### src/rtl/evs_pkg.sv
package evs_pkg;
    localparam int NUM_Q = 4;
    localparam int CLS_W = 3;

    typedef enum logic [1:0] {
        Q_EMPTY   = 2'd0,
        Q_HOLDING = 2'd1,
        Q_FULL    = 2'd2
    } q_state_e;
endpackage

### src/rtl/evs_sat_ctr.sv
module evs_sat_ctr #(
    parameter int W = 24
) (
    input  logic         clk,
    input  logic         rst_n,
    input  logic         clr,
    input  logic         inc,
    output logic [W-1:0] q
);
    always_ff @(posedge clk or negedge rst_n) begin
        if (!rst_n)                   q <= '0;
        else if (clr)                 q <= '0;
        else if (inc && (q != '1))    q <= q + W'(1);
    end

    assert_sat_hold_R8: assert property (@(posedge clk) disable iff (!rst_n)
        (!clr && q == '1) |=> q == '1);
    assert_ctr_clear_R9: assert property (@(posedge clk) disable iff (!rst_n)
        clr |=> q == '0);
endmodule

### src/rtl/evs_fifo.sv
module evs_fifo
    import evs_pkg::*;
#(
    parameter int DEPTH  = 16,
    parameter int DATA_W = 24
) (
    input  logic              clk,
    input  logic              rst_n,
    input  logic              clr,
    input  logic              push,
    input  logic              pop,
    input  logic [DATA_W-1:0] wdata,
    output logic [DATA_W-1:0] rdata,
    output logic              empty,
    output logic              ovf
);
    // DEPTH must be a power of two so the pointers wrap by themselves.
    localparam int AW = $clog2(DEPTH);
    localparam int CW = AW + 1;

    q_state_e          st, st_nx;
    logic [DATA_W-1:0] mem [DEPTH];
    logic [AW-1:0]     wr_ptr, rd_ptr;
    logic [CW-1:0]     cnt;
    logic              do_push, do_pop;

    assign do_push = push && (st != Q_FULL) && !clr;
    assign do_pop  = pop && (st != Q_EMPTY) && !clr;

    // State register
    always_ff @(posedge clk or negedge rst_n) begin
        if (!rst_n) st <= Q_EMPTY;
        else        st <= st_nx;
    end

    // Transitions: FILL, TOP, DRAIN, RELIEVE, FLUSH
    always_comb begin
        st_nx = st;
        unique case (st)
            Q_EMPTY: begin
                if (do_push) st_nx = Q_HOLDING;
            end
            Q_HOLDING: begin
                if (do_push && !do_pop && cnt == CW'(DEPTH - 1))
                    st_nx = Q_FULL;
                else if (do_pop && !do_push && cnt == CW'(1))
                    st_nx = Q_EMPTY;
            end
            Q_FULL: begin
                if (do_pop) st_nx = Q_HOLDING;
            end
            default: st_nx = Q_EMPTY;
        endcase
        if (clr) st_nx = Q_EMPTY;
    end

    // Outputs
    always_comb begin
        empty = (st == Q_EMPTY);
        rdata = mem[rd_ptr];
    end

    // Pointers, occupancy and overflow
    always_ff @(posedge clk or negedge rst_n) begin
        if (!rst_n) begin
            wr_ptr <= '0;
            rd_ptr <= '0;
            cnt    <= '0;
            ovf    <= 1'b0;
        end else if (clr) begin
            wr_ptr <= '0;
            rd_ptr <= '0;
            cnt    <= '0;
            ovf    <= 1'b0;
        end else begin
            if (do_push) wr_ptr <= wr_ptr + AW'(1);
            if (do_pop)  rd_ptr <= rd_ptr + AW'(1);
            cnt <= cnt + CW'(do_push) - CW'(do_pop);
            if (push && st == Q_FULL) ovf <= 1'b1;
        end
    end

    always_ff @(posedge clk) begin
        if (do_push) mem[wr_ptr] <= wdata;
    end

    assert_drop_keeps_tail_R3: assert property (@(posedge clk) disable iff (!rst_n)
        (st == Q_FULL && push && !clr) |=> $stable(wr_ptr));
    assert_count_bound_R3: assert property (@(posedge clk) disable iff (!rst_n)
        cnt <= CW'(DEPTH));
    assert_ovf_set_R4: assert property (@(posedge clk) disable iff (!rst_n)
        (st == Q_FULL && push && !clr) |=> ovf);
    assert_ovf_sticky_R4: assert property (@(posedge clk) disable iff (!rst_n)
        (ovf && !clr) |=> ovf);
    assert_empty_pop_R10: assert property (@(posedge clk) disable iff (!rst_n)
        (st == Q_EMPTY && pop && !push && !clr) |=> empty);
    assert_flush_R9: assert property (@(posedge clk) disable iff (!rst_n)
        clr |=> (empty && !ovf));
endmodule

### src/rtl/evs_sorter.sv
module evs_sorter
    import evs_pkg::*;
#(
    parameter int DATA_W = 24,
    parameter int DEPTH  = 16,
    parameter int CNT_W  = 24
) (
    input  logic                    clk,
    input  logic                    rst_n,
    input  logic                    frame_clr,
    input  logic                    evt_valid,
    input  logic [CLS_W-1:0]        evt_class,
    input  logic [DATA_W-1:0]       evt_data,
    input  logic                    evt_dup_l1,
    input  logic                    evt_lead_not_l1,
    input  logic                    evt_layer_skip,
    input  logic [NUM_Q-1:0]        q_pop,
    output logic [NUM_Q*DATA_W-1:0] q_rdata,
    output logic [NUM_Q-1:0]        q_empty,
    output logic [NUM_Q-1:0]        q_ovf,
    output logic [CNT_W-1:0]        total_cnt,
    output logic [NUM_Q*CNT_W-1:0]  class_cnt,
    output logic [CNT_W-1:0]        dup_cnt,
    output logic [CNT_W-1:0]        lead_cnt,
    output logic [CNT_W-1:0]        skip_cnt
);
    logic accept;
    logic cls_ok;

    assign accept = evt_valid && !frame_clr;   // frame clear wins
    assign cls_ok = (evt_class[CLS_W-1] == 1'b0); // codes 4..7 invalid

    for (genvar qi = 0; qi < NUM_Q; qi++) begin : g_q
        logic sel;
        assign sel = accept && cls_ok && (evt_class[1:0] == 2'(qi));

        evs_fifo #(.DEPTH(DEPTH), .DATA_W(DATA_W)) u_fifo (
            .clk   (clk),
            .rst_n (rst_n),
            .clr   (frame_clr),
            .push  (sel),
            .pop   (q_pop[qi]),
            .wdata (evt_data),
            .rdata (q_rdata[qi*DATA_W +: DATA_W]),
            .empty (q_empty[qi]),
            .ovf   (q_ovf[qi])
        );

        evs_sat_ctr #(.W(CNT_W)) u_cls (
            .clk   (clk),
            .rst_n (rst_n),
            .clr   (frame_clr),
            .inc   (sel),
            .q     (class_cnt[qi*CNT_W +: CNT_W])
        );
    end

    evs_sat_ctr #(.W(CNT_W)) u_total (
        .clk(clk), .rst_n(rst_n), .clr(frame_clr), .inc(accept), .q(total_cnt));
    evs_sat_ctr #(.W(CNT_W)) u_dup (
        .clk(clk), .rst_n(rst_n), .clr(frame_clr),
        .inc(accept && evt_dup_l1), .q(dup_cnt));
    evs_sat_ctr #(.W(CNT_W)) u_lead (
        .clk(clk), .rst_n(rst_n), .clr(frame_clr),
        .inc(accept && evt_lead_not_l1), .q(lead_cnt));
    evs_sat_ctr #(.W(CNT_W)) u_skip (
        .clk(clk), .rst_n(rst_n), .clr(frame_clr),
        .inc(accept && evt_layer_skip), .q(skip_cnt));

    assert_total_step_R5: assert property (@(posedge clk) disable iff (!rst_n)
        (accept && total_cnt != '1) |=> total_cnt == $past(total_cnt) + CNT_W'(1));
    assert_invalid_not_queued_R1: assert property (@(posedge clk) disable iff (!rst_n)
        (accept && !cls_ok && q_pop == '0) |=> $stable(q_empty));
    assert_frame_priority_R9: assert property (@(posedge clk) disable iff (!rst_n)
        frame_clr |=> (total_cnt == '0 && q_empty == '1 && q_ovf == '0));
endmodule

### config.mk
export PLATFORM = sky130hd
export DESIGN_NAME = evs_sorter
export DESIGN_NICKNAME = d
export VERILOG_FILES = /design/src/rtl/evs_pkg.sv /design/src/rtl/evs_sat_ctr.sv /design/src/rtl/evs_fifo.sv /design/src/rtl/evs_sorter.sv
export SDC_FILE = /design/constraint.sdc
export NUM_CORES = 2
export LEC_CHECK = 0
export BUFFER_PORTS_ARGS = -buffer_cell sky130_fd_sc_hd__clkbuf_2
export CORE_UTILIZATION = 39
export CTS_BUF_LIST = sky130_fd_sc_hd__clkbuf_8
export DETAILED_ROUTE_END_ITERATION = 10
export PLACE_DENSITY = 0.62
export SLEW_MARGIN = 5
export SYNTH_ARGS = -nofsm -noshare
export SYNTH_HDL_FRONTEND = slang
export SYNTH_SLANG_ARGS = --single-unit
### constraint.sdc
create_clock -name clk -period 2.6 [get_ports clk]
set_input_delay 0.13 -clock clk [delete_from_list [all_inputs] [get_ports clk]]
set_output_delay 0.13 -clock clk [all_outputs]
set_load 0.02 [all_outputs]
# After elaboration in Yosys (flattened, before gate mapping)
# Memories as Yosys holds them, arrays and structs flattened.
# Cells that the tools add are included.
[totals] out_inout_bits=296 in_bits=38 mem_count=4 reg_bits=256 ram_bits=1536
[mem_list] memory="g_q[0].u_fifo.mem" depth=16 word_bits=24 read_ports=1 rd_clocked_by_memory_dff=0 write_ports=1 line="evs_fifo.sv:22" source="logic [DATA_W-1:0] mem [DEPTH];"
[mem_list] memory="g_q[1].u_fifo.mem" depth=16 word_bits=24 read_ports=1 rd_clocked_by_memory_dff=0 write_ports=1 line="evs_fifo.sv:22"
[mem_list] memory="g_q[2].u_fifo.mem" depth=16 word_bits=24 read_ports=1 rd_clocked_by_memory_dff=0 write_ports=1 line="evs_fifo.sv:22"
[mem_list] memory="g_q[3].u_fifo.mem" depth=16 word_bits=24 read_ports=1 rd_clocked_by_memory_dff=0 write_ports=1 line="evs_fifo.sv:22"
[classes] mux=76 addsub=24 n_eq_ne=43 n_reduce_logical=95 bitwise=1
[ops] op="two-way mux 24 bit" n=16
[ops] op="adder 24 x 1 -> 24 bit (second input constant)" n=8
[ops] op="!= test 24 bit (second input constant)" n=8
[ops] op="two-way mux 4 bit" n=16
[ops] op="logical AND 1 bit" n=53
[ops] op="nonzero test 2 bit" n=24
[ops] op="two-way mux 2 bit" n=20
[ops] op="adder 4 x 1 -> 4 bit (second input constant)" n=8
[ops] op="case mux 2 bit (3 select lines)" n=4
[ops] op="adder 5 x 1 -> 5 bit" n=4
[ops] op="equality test 5 x 1 -> 1 bit (second input constant)" n=4
[ops] op="equality test 5 x 4 -> 1 bit (second input constant)" n=4
[ops] op="two-way mux 5 bit" n=4
[ops] op="subtractor 5 x 1 -> 5 bit" n=4
[ops] op="two-way mux 1 bit" n=16
[ops] op="!= test 4 x 2 -> 1 bit (second input constant)" n=4
[ops] op="equality test 2 bit (second input constant)" n=6
[ops] op="!= test 3 x 2 -> 1 bit (second input constant)" n=4
[ops] op="!= test 3 bit (second input constant)" n=4
[ops] op="AND reduction 3 bit" n=4
[ops] op="equality test 2 x 1 -> 1 bit (second input constant)" n=5
[ops] op="logical NOT 2 bit" n=5
[ops] op="logical NOT 1 bit" n=9
[ops] op="!= test 2 bit (second input constant)" n=4
[ops] op="NOT 1 bit" n=1

# Longest topological paths before layout
[depth] depth_word=13 depth_mapped=13

# Modules after synthesis
# Synthesis repeated with hierarchy kept, for this count alone.
[hier_totals] cells_unflattened=4060 area_unflattened_um2=74327.5
[by_module_without_submodules] module="evs_fifo (g_q[0].u_fifo ...)" cells_each=711 instances=3 area_each_um2=15554.9
[by_module_without_submodules] module="evs_fifo (g_q[1].u_fifo)" cells_each=814 instances=1 area_each_um2=15974.1
[by_module_without_submodules] module="evs_sat_ctr (g_q[0].u_cls ...)" cells_each=138 instances=7 area_each_um2=1455.1
[by_module_without_submodules] module="evs_sat_ctr (u_total)" cells_each=138 instances=1 area_each_um2=1432.6
[by_module_without_submodules] module="evs_sorter" cells_each=9 instances=1 area_each_um2=70.1

# Worst setup path before layout
# Ideal clock, no wire load.
[synth_timing] path_type="input -> register" from="input evt_valid" to="memory g_q[0].u_fifo.mem[0][0], enable pin" stages=6 required_ns=2.195 arrival_time_ns=2.577 slack_ns=-0.382 setup_ns=0.405 cell_sequence="buf_4 > or4b_4 > nor3_1 > clkbuf_1 > nand2_1 > nor2_1"
[synth_via] elab_chain_len=7
[synth_lines] element="start: declaration" line="evs_sorter.sv:11" source="input logic evt_valid,"
[synth_lines] element="logical AND 1 bit" line="evs_sorter.sv:30" source="assign accept = evt_valid && !frame_clr;"
[synth_lines] element="logical AND 1 bit (2 in a row)" line="evs_sorter.sv:35" source="assign sel = accept && cls_ok && (evt_class[1:0] == 2'(qi));"
[synth_lines] element="logical AND 1 bit (2 in a row)" line="evs_fifo.sv:27" source="assign do_push = push && (st != Q_FULL) && !clr;"
[synth_lines] element="two-way mux 1 bit" line="evs_fifo.sv:84" source="if (do_push) mem[wr_ptr] <= wdata;"
[synth_lines] element="two-way mux 1 bit (implied by the code)" line="evs_fifo.sv:84"
[synth_lines] element="end: declaration" line="evs_fifo.sv:22"
# Every way passes these cells.

# Final worst setup path
[layout_timing] from="register g_q[2].u_fifo.rd_ptr[0]" to="output q_rdata[62]"
[layout_via] elab_chain_len=1
[layout_lines] element="start: declaration" line="evs_fifo.sv:23" source="logic [AW-1:0] wr_ptr, rd_ptr;"
[layout_lines] element="start signal: assignment" line="evs_fifo.sv:77" source="if (do_pop) rd_ptr <= rd_ptr + AW'(1);"
[layout_lines] element="memory (16 x 24 bit)"
[layout_lines] element="end: declaration" line="evs_sorter.sv:18" source="output logic [NUM_Q*DATA_W-1:0] q_rdata,"
# Every way passes these cells.

==> key figures <==
Setup path
  • Critical Path RT: around 2.5 ns
  • Flop2flop setup slack: between 0.15 and 0.2 ns
  • Cells on worst reg2reg path: 6
  • Critical path capture point type: output port
  • Worst EP arrival: 2.97 ns
  • R2r startpoint: u_dup.q[0]
  • Worst-path fanout max: 6
  • WS Path Type: reg2out
  • CP startpoint kind: register
  • FF-to-FF End: u_dup.q[7]

Drt
  • TritonRoute pass-1 iters: 5
  • Routed Wire Length: 204.2 mm
  • # DRC: 0
  • Avg WL per Cell: around 25 um
  • Vias/cell: 5.536
  • Initial DRC count: 3559
  • Via count: between 40000 and 50000
  • Final ANT Viol Nets: 0

Die
  • Starting Density: 0.3931
  • Die area: 189100 sq um
  • Chip height: 434.8 um
  • Core Footprint: 185800 sq um
  • DIE WIDTH: 434.8 um
  • Boundary Pins: 334
  • Row cnt: about 160

Global routing
  • Vias in the first global route: 44610
  • Antenna violations before repair: 5
  • Overall Global Routing Usage: 0.2112
  • Largest net degree at the start of global routing: 88
  • Global-route wire length before repair: 297.9 mm
  • GRT overflow: 0

Worst hold path
  • WHS Endpoint: g_q[2].u_fifo.mem[0][6]
  • Worst min-delay path startpoint: evt_data[6]
  • Hold Crit Depth: 1
  • Worst Hold Class: in2reg

Clock tree
  • Latest clock arrival within the worst-skew pair: approximately 1.0 ns
  • H-tree levels: 5
  • Buffer depth of the longest clock path: 4
  • TritonCTS Sinks: around 1800
  • Root buffer cell: clkbuf_8
  • CTS clk-pin slew, worst paths: 0.06 ns
  • CTS buffer count: approximately 320
  • CTS tree: yes

Yosys
  • #FFs+latches synth: 1792
  • Post-Syn Area: around 73000 sq um
  • Yosys top cell area share: 0.6314
  • Synth async-reset ratio: 0.1429
  • Mean post-synth cell area: 16.51 sq um
  • Yosys synthesis warning count: 0
  • Yosys top cell by area: edfxtp_1
  • Synth Instances: 4425
  • Distinct cells, synth: 73
  • Main synth FF type: edfxtp_1
  • Largest cells by area after synthesis: edfxtp_1 63%, dfrtp_1 8.8%, mux4_2 5.9%
  • Sequential share of the synthesized area: 0.7191
  • Number of flops mapped to enable cells by yosys: 1536
  • Syn Nets: 4519

Run status
  • Violated checks: negative setup slack
  • Status: finished with violations

Place
  • Dpl ws: -0.08505 ns
  • IO buf count: approximately 330
  • Placer Congestion: 0.8426
  • Final HPWL DP: roughly 120 mm
  • Placed cell count: between 7000 and 8000

Timing
  • Slew of the pin with the lowest slew margin: 1.311 ns
  • Peak Freq: about 0.32 GHz
  • Clk_skew: around 0.065 ns
  • Slew Limit Fails: 0
  • Final hold slack: 0.07670 ns
  • Worst slew margin: 0.1259
  • Final Hold Viols: 0
  • Min Clock Period, post-route: ~3.1 ns
  • Worst setup margin: -0.5018 ns
  • Final setup fails: 96
  • Fin crit share: 1.193
  • RSZ-0062 raised after global routing: true

Flow run
  • Max Cap Viol: 0

Cells and area
  • Synth-to-layout area growth: 26.08%
  • Fillers: 15520
  • Cell Count, Final, Fillers Out: 8045
  • # nets final: 5421
  • Layout cells sized above 1: 0.3335

Pwr
  • Total power: 0.05715 W
  • Leak: 31.24 nW
  • PD cells: about 620 nW/um^2
  • Worst vdd ir: about 0.00047 V
[through the flow]
step                      utilization  TNS [ns]  instance area (sq um)
after floorplan                     -    -53.18                  73170
after global placement         0.4333         0                  80520
after detailed placement       0.4333    -1.003                  80520
after CTS                      0.4866    -49.82                  90420
after global routing           0.4956    -50.54                  92100
final                          0.4957    -37.56                  92110
[critical path: stages, from the launching register on]
cell and delay [ns]:
dfrtp_4 0.49, buf_12 0.15, buf_12 0.12, buf_8 0.13, buf_16 0.14, mux4_2 0.45, a22oi_2 0.21, nand2_2 0.14
buf_8 0.16
[metal layers]
metal	up-vias	share of wire	global-route usage	wire (um)
met5	-	0.000054	0	11
met1	23080	0.41	0.2702	82830
li1	19600	-	-	-
met4	2	0.027	0.06594	5455
met3	307	0.071	0.04981	14570
met2	1550	0.50	0.3544	101400
[final cells by class]
type                       count  area [sq um]  share of cell area
sequential                  1792         52550              0.5706
multi-input combinational   2326         21540              0.2339
timing repair buffer         819          8851             0.09609
clock buffer                 339          4666             0.05065
tap                         2480          3103             0.03369
clock inverter               215          1121             0.01217
inverter                      71         266.5            0.002893
antenna                        3         7.507          0.00008150
[state kept, by name, indices dropped and copies added (netlist names)]
signal / cells
u_total.q: 24
g_q.u_fifo.wr_ptr: 16
u_dup.q: 24
g_q.u_fifo.mem: 1536
g_q.u_cls.q: 96
u_skip.q: 24
g_q.u_fifo.ovf: 4
g_q.u_fifo.st: 8
g_q.u_fifo.rd_ptr: 16
u_lead.q: 24
g_q.u_fifo.cnt: 20
[power by group]
part           internal [W]  switching (W)  total (W)
Combinational      0.000557        0.00107    0.00163
Sequential           0.0313      0.0000465     0.0313
Clock                0.0128         0.0114     0.0242
Total                0.0446         0.0125     0.0571
[cell families (layout without fill, tap and decap cells)]
kind of cell    after synthesis  after routing  share of synthesized area
simple gates                855            857                    0.05947
other cells                   0              3                          0
buf+inv                     309           1444                    0.01668
flops                      1792           1792                     0.7191
compound gates              705            705                    0.06603
xor+xnor                    104            104                    0.01247
fa+ha+maj                    56             56                    0.01000
mux                         604            604                     0.1163
[cell usage after synthesis (all sizes together), types with 4 or more instances]
cell / number
a2111oi: 11
a221oi: 168
mux4: 192
nand3: 83
a21o: 6
xnor2: 69
a22oi: 96
nor4: 37
fa: 4
nand2: 218
nand4: 48
dfrtp: 256
o31ai: 45
a211oi: 20
inv: 71
buf: 80
edfxtp: 1536
o21ai: 173
a21oi: 128
nor2b: 29
nor2: 211
or2: 9
and4: 21
nor3b: 4
o211ai: 9
a31oi: 10
nor4b: 7
mux2: 37
ha: 52
xor2: 35
and3: 25
nand2b: 8
nor3: 26
a31o: 6
o41ai: 9
or3: 56
and2: 24
o311ai: 9
mux2i: 375
clkbuf: 158
or4: 34
[repair_timing]
action | CTS | global route
hold buffers | 41 | 1
endpoints found under the setup margin | 96 | 96
resized for setup | 513 | 377
gates cloned | 34 | 15
endpoints found under the hold margin | 1133 | 64
buffers inserted | 68 | 25
pin swaps | 179 | 201
[cell usage in the layout, fill, tap and decap left out, types with 27 or more instances in the layout]
cell type,n
edfxtp_1,1536
clkbuf_8,363
mux2i_1,340
dfrtp_1,246
buf_4,239
clkbuf_2,235
mux4_2,192
nor2_1,171
inv_1,164
nand2_1,154
a221oi_2,146
a21oi_1,112
buf_12,103
o21ai_0,87
nand3_1,83
a22oi_2,74
xnor2_1,69
clkinv_1,69
o21ai_1,68
nand2_2,62
buf_8,61
buf_6,58
or3_1,56
ha_1,52
nand4_1,48
o31ai_1,42
buf_16,41
dlygate4sd3_1,41
xor2_1,35
nor4_1,35
mux2_2,34
or4_1,33
nor2_2,31
clkinv_2,30
mux2i_2,27
[worst max-delay path by stage]
stage	endpoint	startpoint
global placement	g_q[2].u_cls.q[17]	evt_valid
global route	q_rdata[66]	g_q[2].u_fifo.rd_ptr[0]
floorplan	g_q[1].u_fifo.mem[7][0]	evt_valid
finish	q_rdata[62]	g_q[2].u_fifo.rd_ptr[0]
detailed placement	g_q[2].u_cls.q[19]	evt_valid
CTS	q_rdata[92]	g_q[3].u_fifo.rd_ptr[0]
Power figures use the tool's default switching activity.
